--- src/rtl/snp_pkg.sv ---
// Shared types for the snoop response controller.
// Assumes the 5-bit transfer-type codes and 2-bit coherency encoding below.
package snp_pkg;

    localparam int TT_W = 5;

    localparam logic [TT_W-1:0] TT_TLBI    = 5'b11000;
    localparam logic [TT_W-1:0] TT_SYNC    = 5'b01000;
    localparam logic [TT_W-1:0] TT_TLBSYNC = 5'b01001;
    localparam logic [TT_W-1:0] TT_EIEIO   = 5'b10000;
    localparam logic [TT_W-1:0] TT_ICBI    = 5'b01101;
    localparam logic [TT_W-1:0] TT_RDNC    = 5'b01011;

    typedef enum logic [1:0] {
        CS_INV  = 2'b00,
        CS_SHR  = 2'b01,
        CS_EXCL = 2'b10,
        CS_MOD  = 2'b11
    } coh_state_e;

    // Decision for one snooped tenure
    typedef struct packed {
        logic artry;
        logic shd;
        logic tlbi_start;
        logic tlbi_consume;
        logic icinv;
        logic push_start;
    } snp_act_t;

endpackage

--- src/rtl/snp_decide.sv ---
// Combinational decision table for one snooped tenure.
// Assumes all state inputs are registered elsewhere; output is only
// meaningful while snp_valid is high (all zero otherwise).
module snp_decide
    import snp_pkg::*;
(
    input  logic            snp_valid,
    input  logic [TT_W-1:0] snp_ttype,
    input  coh_state_e      dc_state,
    input  logic            ic_line_valid,
    input  logic            resv_hit,
    input  logic            own_tlbi_in_retry,
    input  logic            tlbi_pend,
    input  logic            tlbi_cmpl,
    input  logic            push_busy,
    input  logic            line_match,
    output snp_act_t        act
);

    // Pick response and local action from transfer type and local state
    always_comb begin
        act = '0;
        if (snp_valid) begin
            if (push_busy && line_match &&
                (snp_ttype == TT_ICBI || snp_ttype == TT_RDNC)) begin
                act.artry = 1'b1;
            end else begin
                case (snp_ttype)
                    TT_TLBI: begin
                        if (!own_tlbi_in_retry) begin
                            if (tlbi_cmpl) begin
                                act.tlbi_consume = 1'b1;
                            end else if (tlbi_pend) begin
                                act.artry = 1'b1;
                            end else begin
                                act.artry      = 1'b1;
                                act.tlbi_start = 1'b1;
                            end
                        end
                    end
                    TT_SYNC, TT_TLBSYNC: begin
                        act.artry = tlbi_pend;
                    end
                    TT_ICBI: begin
                        act.icinv = ic_line_valid;
                    end
                    TT_RDNC: begin
                        case (dc_state)
                            CS_MOD: begin
                                act.artry = 1'b1;
                                if (!push_busy) begin
                                    act.shd        = 1'b1;
                                    act.push_start = 1'b1;
                                end
                            end
                            CS_INV:  act.shd = resv_hit;
                            default: act.shd = 1'b0;
                        endcase
                    end
                    // EIEIO and unlisted codes: no response, no action
                    default: act = '0;
                endcase
            end
        end
    end

endmodule

--- src/rtl/snp_tlbi_track.sv ---
// Tracks the local TLB invalidate started on behalf of a snoop:
// pending from start until done, then a completion flag that the
// next snooped TLB invalidate consumes. Assumes tlbi_done only while pending.
module snp_tlbi_track (
    input  logic clk,
    input  logic rst_n,
    input  logic start,
    input  logic consume,
    input  logic tlbi_done,
    output logic tlbi_req,
    output logic pend,
    output logic cmpl
);

    // Issue start pulse and hold the pending flag until the engine finishes
    always_ff @(posedge clk) begin
        if (!rst_n) begin
            tlbi_req <= 1'b0;
            pend     <= 1'b0;
        end else begin
            tlbi_req <= start;
            if (start)          pend <= 1'b1;
            else if (tlbi_done) pend <= 1'b0;
        end
    end

    // Remember completion until a retried TLB invalidate is accepted
    always_ff @(posedge clk) begin
        if (!rst_n)                 cmpl <= 1'b0;
        else if (pend && tlbi_done) cmpl <= 1'b1;
        else if (consume)           cmpl <= 1'b0;
    end


    tlbi_req_pulse_chk: assert property (@(posedge clk) disable iff (!rst_n)
        tlbi_req |=> !tlbi_req);

endmodule

--- src/rtl/snp_push_fsm.sv ---
// Holds one outstanding write-back push of a Modified line and reports
// the demotion to Exclusive when memory acknowledges it. Assumes start
// is only given while idle and ack/fail only while pushing (ack wins).
module snp_push_fsm #(
    parameter int LINE_W = 8
) (
    input  logic              clk,
    input  logic              rst_n,
    input  logic              start,
    input  logic [LINE_W-1:0] start_line,
    input  logic              push_ack,
    input  logic              push_fail,
    output logic              push_req,
    output logic [LINE_W-1:0] push_line,
    output logic              dc_make_excl
);

    typedef enum logic {PS_IDLE, PS_BUSY} push_st_e;
    push_st_e st;

    // Step the push state and emit the demotion pulse on acknowledge
    always_ff @(posedge clk) begin
        if (!rst_n) begin
            st           <= PS_IDLE;
            dc_make_excl <= 1'b0;
        end else begin
            dc_make_excl <= 1'b0;
            case (st)
                PS_IDLE: if (start) st <= PS_BUSY;
                PS_BUSY: begin
                    if (push_ack) begin
                        st           <= PS_IDLE;
                        dc_make_excl <= 1'b1;
                    end else if (push_fail) begin
                        st <= PS_IDLE;
                    end
                end
                default: st <= PS_IDLE;
            endcase
        end
    end

    // Latch the line being pushed
    always_ff @(posedge clk) begin
        if (!rst_n)                      push_line <= '0;
        else if (st == PS_IDLE && start) push_line <= start_line;
    end

    assign push_req = (st == PS_BUSY);


    excl_after_ack_chk: assert property (@(posedge clk) disable iff (!rst_n)
        dc_make_excl |-> $past(push_req && push_ack));


    fail_keeps_mod_chk: assert property (@(posedge clk) disable iff (!rst_n)
        (push_req && push_fail && !push_ack) |=> (!push_req && !dc_make_excl));

endmodule

--- src/rtl/snoop_resp_ctrl.sv ---
// Snoop response controller: decides retry/shared responses for each
// snooped tenure and drives TLB-invalidate, instruction-cache invalidate
// and write-back push commands. Responses appear one cycle after snp_valid.
module snoop_resp_ctrl
    import snp_pkg::*;
#(
    parameter int LINE_W = 8
) (
    input  logic              clk,
    input  logic              rst_n,
    input  logic              snp_valid,
    input  logic [4:0]        snp_ttype,
    input  logic [LINE_W-1:0] snp_line,
    input  logic [1:0]        dc_state,
    input  logic              ic_line_valid,
    input  logic              resv_hit,
    input  logic              own_tlbi_in_retry,
    output logic              rsp_artry,
    output logic              rsp_shd,
    output logic              tlbi_req,
    input  logic              tlbi_done,
    output logic              icinv_req,
    output logic [LINE_W-1:0] icinv_line,
    output logic              push_req,
    output logic [LINE_W-1:0] push_line,
    input  logic              push_ack,
    input  logic              push_fail,
    output logic              dc_make_excl
);

    snp_act_t act;
    logic     tlbi_pend;
    logic     tlbi_cmpl;
    logic     line_match;

    assign line_match = (snp_line == push_line);

    snp_decide u_decide (
        .snp_valid         (snp_valid),
        .snp_ttype         (snp_ttype),
        .dc_state          (coh_state_e'(dc_state)),
        .ic_line_valid     (ic_line_valid),
        .resv_hit          (resv_hit),
        .own_tlbi_in_retry (own_tlbi_in_retry),
        .tlbi_pend         (tlbi_pend),
        .tlbi_cmpl         (tlbi_cmpl),
        .push_busy         (push_req),
        .line_match        (line_match),
        .act               (act)
    );

    snp_tlbi_track u_tlbi (
        .clk       (clk),
        .rst_n     (rst_n),
        .start     (act.tlbi_start),
        .consume   (act.tlbi_consume),
        .tlbi_done (tlbi_done),
        .tlbi_req  (tlbi_req),
        .pend      (tlbi_pend),
        .cmpl      (tlbi_cmpl)
    );

    snp_push_fsm #(.LINE_W(LINE_W)) u_push (
        .clk          (clk),
        .rst_n        (rst_n),
        .start        (act.push_start),
        .start_line   (snp_line),
        .push_ack     (push_ack),
        .push_fail    (push_fail),
        .push_req     (push_req),
        .push_line    (push_line),
        .dc_make_excl (dc_make_excl)
    );

    // Register the bus responses and the instruction-cache command
    always_ff @(posedge clk) begin
        if (!rst_n) begin
            rsp_artry  <= 1'b0;
            rsp_shd    <= 1'b0;
            icinv_req  <= 1'b0;
            icinv_line <= '0;
        end else begin
            rsp_artry <= act.artry;
            rsp_shd   <= act.shd;
            icinv_req <= act.icinv;
            if (act.icinv) icinv_line <= snp_line;
        end
    end


    artry_follows_snoop_chk: assert property (@(posedge clk) disable iff (!rst_n)
        (rsp_artry || rsp_shd) |-> $past(snp_valid));


    own_retry_silent_chk: assert property (@(posedge clk) disable iff (!rst_n)
        (snp_valid && snp_ttype == TT_TLBI && own_tlbi_in_retry) |=> (!rsp_artry && !tlbi_req));


    tlbi_start_retried_chk: assert property (@(posedge clk) disable iff (!rst_n)
        tlbi_req |-> rsp_artry);


    sync_retry_chk: assert property (@(posedge clk) disable iff (!rst_n)
        (snp_valid && (snp_ttype == TT_SYNC || snp_ttype == TT_TLBSYNC) && tlbi_pend) |=> rsp_artry);


    icinv_cause_chk: assert property (@(posedge clk) disable iff (!rst_n)
        icinv_req |-> $past(snp_valid && snp_ttype == TT_ICBI && ic_line_valid));


    shd_alone_cause_chk: assert property (@(posedge clk) disable iff (!rst_n)
        (rsp_shd && !rsp_artry) |-> $past(snp_valid && snp_ttype == TT_RDNC && dc_state == 2'b00 && resv_hit));

endmodule

--- config.mk ---
export PLATFORM = sky130hd
export DESIGN_NAME = snoop_resp_ctrl
export DESIGN_NICKNAME = d
export VERILOG_FILES = /design/src/rtl/snp_pkg.sv /design/src/rtl/snp_decide.sv /design/src/rtl/snp_tlbi_track.sv /design/src/rtl/snp_push_fsm.sv /design/src/rtl/snoop_resp_ctrl.sv
export SDC_FILE = /design/constraint.sdc
export NUM_CORES = 1
export LEC_CHECK = 0
export BUFFER_PORTS_ARGS = -buffer_cell sky130_fd_sc_hd__clkbuf_2
export CORE_ASPECT_RATIO = 0.6
export CORE_MARGIN = 8
export CORE_UTILIZATION = 46
export CTS_BUF_LIST = sky130_fd_sc_hd__clkbuf_4 sky130_fd_sc_hd__clkbuf_8
export DETAILED_ROUTE_END_ITERATION = 10
export HOLD_SLACK_MARGIN = 0.02
export PLACE_DENSITY = 0.76
export SLEW_MARGIN = 25
export SYNTH_ARGS = -nofsm -noshare
export SYNTH_HDL_FRONTEND = slang
export SYNTH_SLANG_ARGS = --single-unit
--- constraint.sdc ---
create_clock -name clk -period 1.76 [get_ports clk]
set_input_delay 0.176 -clock clk [delete_from_list [all_inputs] [get_ports clk]]
set_output_delay 0.176 -clock clk [all_outputs]
set_load 0.005 [all_outputs]
==> impl_metrics.env <==
export IMPL_powerDensity_mw_per_mm2=627
export IMPL_crit_buf_inv=0
export IMPL_synth_edff_count=0
export IMPL_final_core_util_pct=59.1
export IMPL_ys_ff_latch=24
export IMPL_setup_viol=0
export IMPL_cp_end_kind="flip-flop"
export IMPL_path_clk_slew_ns=0.08
export IMPL_cpPeakStageDelay_ns=0.52
export IMPL_period_share_pct=95.4
export IMPL_clock_latency_ns=0.27
export IMPL_fp_dieH_microns=57.0
export IMPL_num_rows=15
export IMPL_finalHoldViolCount=0
export IMPL_relSlewSlack_pct=65.9
export IMPL_final_setup_skew_ns=0.00596
export IMPL_yosysSeqAreaShare_pct=37.2
export IMPL_syn_nets=171
export IMPL_vias=1290
export IMPL_synth_cells=145
export IMPL_place_congestion=0.892
export IMPL_drive_gt1_share_pct=31.4
export IMPL_clock_fmax_mhz=596
export IMPL_place_inst=224
export IMPL_synth_distinct_cells=35
export IMPL_grt_pass1_wl_microns=5580
export IMPL_cp_data_required_time_ns=1.93
export IMPL_cts_num_sinks=24
export IMPL_avgRoutedWirePerCell_microns=14.9
export IMPL_dp_hpwl_microns=2640
export IMPL_status="finished, final reports clean"
export IMPL_worstMarginPinSlew_ns=0.511
export IMPL_htreeDepth=1
export IMPL_first_pass_iters=4
export IMPL_ys_flop_type="dfxtp_1"
export IMPL_drtIter0Drc=135
export IMPL_crit_type="flip-flop to flip-flop"
export IMPL_antenna_found_initial=0
export IMPL_hold_class="primary input to flip-flop"
export IMPL_rsz0062_at_grt="no"
export IMPL_syn_area_per_cell_sq_um=8.90
export IMPL_portBuffers=45
export IMPL_leakage_nw=0.761
export IMPL_yosysTopAreaCell="dfxtp_1"
export IMPL_worstPathMaxFanout=3
export IMPL_cp_cell_sequence="xor2_1 -> or4_4 -> or3_1 -> and3_1"
export IMPL_pin_count=46
export IMPL_n_antenna_cell=0
export IMPL_nets=221
export IMPL_drv_slew=0
export IMPL_arrival_ns=1.84
export IMPL_initial_core_util_pct=46.4
export IMPL_die_area_sq_mm=0.00481
export IMPL_whs_ns=0.167
export IMPL_postCtsSetupRepairBufs=0
export IMPL_drv_cap=0
export IMPL_syn_area_sq_mm=0.00129
export IMPL_ctsRootBufferMaster="clkbuf_8"
export IMPL_grt_max_degree=31
export IMPL_min_period_ns=1.68
export IMPL_drcViolationCount=0
export IMPL_numCtsBuffers=3
export IMPL_ant_nets=0
export IMPL_synthTopCellsByArea="dfxtp_1 (37%), nor2b_1 (6.8%), mux2i_1 (6.2%), a2bb2oi_1 (5.4%), o311ai_1 (5.4%)"
export IMPL_final_cell_mix="clkbuf_2 (45), dfxtp_1 (24), nand2_1 (18)"
export IMPL_synth_top_cell_area_share_pct=37.2
export IMPL_via_per_inst=5.66
export IMPL_clockBufferDepth=2
export IMPL_crit_family="simple AND/OR/NAND/NOR gates"
export IMPL_synthArstFlopShare_pct=0
export IMPL_fp_dieW_microns=84.4
export IMPL_max_vdd_ir_drop_v=0.000507
export IMPL_grt_usage_pct=14.3
export IMPL_coreArea_sq_mm=0.00278
export IMPL_cts_tree="done"
export IMPL_fin_tns_setup_ns=0
export IMPL_routed_wl_microns=3390
export IMPL_cp_start_kind="flip-flop"
export IMPL_ys_warn_count=0
export IMPL_stdcell_count=228
export IMPL_area_growth_pct=27.3
export IMPL_cp_slowest_cell="or4_4"
export IMPL_grt_pass1_vias=1227
export IMPL_grt_overflow=0
export IMPL_final_common_cell="clkbuf_2"
-- per-stage QoR --
| stage | area, sq um | setup slack, ns | total power [mW] |
|---|---|---|---|
| after CTS | 1620 | 0.0392 | 1.04 |
| after global placement | 1570 | 0.114 | 0.662 |
| after global routing | 1640 | 0.0109 | 1.08 |
| final | 1640 | 0.0818 | 1.03 |
| after floorplan | 1290 | 0.0247 | 0.611 |
| after detailed placement | 1570 | 0.0600 | 0.665 |
-- per-layer routing --
metal / wire, microns / part of all wire [%] / global-route usage (%) / vias up
met3: 328 / 9.7 / 6.87 / 5
met5: 0 / 0 / 0 / -
met2: 1530 / 45 / 21.9 / 53
met4: 41 / 1.2 / 5.53 / 0
li1: - / - / - / 628
met1: 1490 / 44 / 16.8 / 604
-- repair_timing --
| action | CTS | global route |
|---|---|---|
| hold buffers | 0 | 0 |
| endpoints found under the setup margin | 0 | 8 |
| gates resized for setup | 0 | 4 |
-- synth_stat cells (all sizes together) (2+ instances only) --
master	number
dfxtp	24
nand2	18
nor2b	14
nor3	9
a2bb2oi	8
mux2i	8
o21ai	8
o311ai	8
clkbuf	5
xnor2	5
xor2	4
inv	3
nand3	3
a21oi	2
and3	2
buf	2
ha	2
nand3b	2
nand4	2
nor2	2
-- power by group --
part,internal (mW),switching [mW]
Combinational,0.0484,0.0586
Sequential,0.545,0.00147
Clock,0.200,0.176
-- path summary, 6_finish.rpt --
check                                   start                             end  slack, ns  cells after the start
min reg2reg          u_tlbi.cmpl$_SDFFE_PN0P_        u_tlbi.cmpl$_SDFFE_PN0P_       0.52                      2
min                                  push_ack  u_push.dc_make_excl$_SDFF_PN0_       0.17                      2
max          u_push.push_line[4]$_SDFFE_PN0P_            icinv_req$_SDFF_PN0_       0.08                      4
max reg2reg  u_push.push_line[4]$_SDFFE_PN0P_            icinv_req$_SDFF_PN0_       0.08                      4
-- final cells by class --
type,instances,area (sq um)
well taps,34,42.5
flip-flops and latches,24,480
clock buffers,4,55.1
fillers,242,1140
multi-input cells,111,774
repair buffers,52,278
inverters,3,11.3
-- flip-flops by register name, summed over array words and instances, names as in the netlist --
signal,count
icinv_line,8
u_push.push_line,8
icinv_req,1
rsp_artry,1
rsp_shd,1
u_push.dc_make_excl,1
u_push.push_req,1
u_tlbi.cmpl,1
u_tlbi.pend,1
u_tlbi.tlbi_req,1
-- cells by family (layout without fill, tap and decap cells) --
| kind of cell | count (synthesis) | in the layout | synth area share, % |
|---|---|---|---|
| DFF | 24 | 24 | 37.2 |
| xor gates and xnor gates | 9 | 9 | 6.11 |
| muxes | 8 | 8 | 6.21 |
| AOI/OAI and AO/OA | 31 | 31 | 17.7 |
| and+or+nand+nor | 61 | 61 | 26.8 |
| adders and majority gates | 2 | 2 | 1.94 |
| buffers and inverters | 10 | 59 | 4.07 |
No activity file was read; power rests on OpenSTA's default activity.
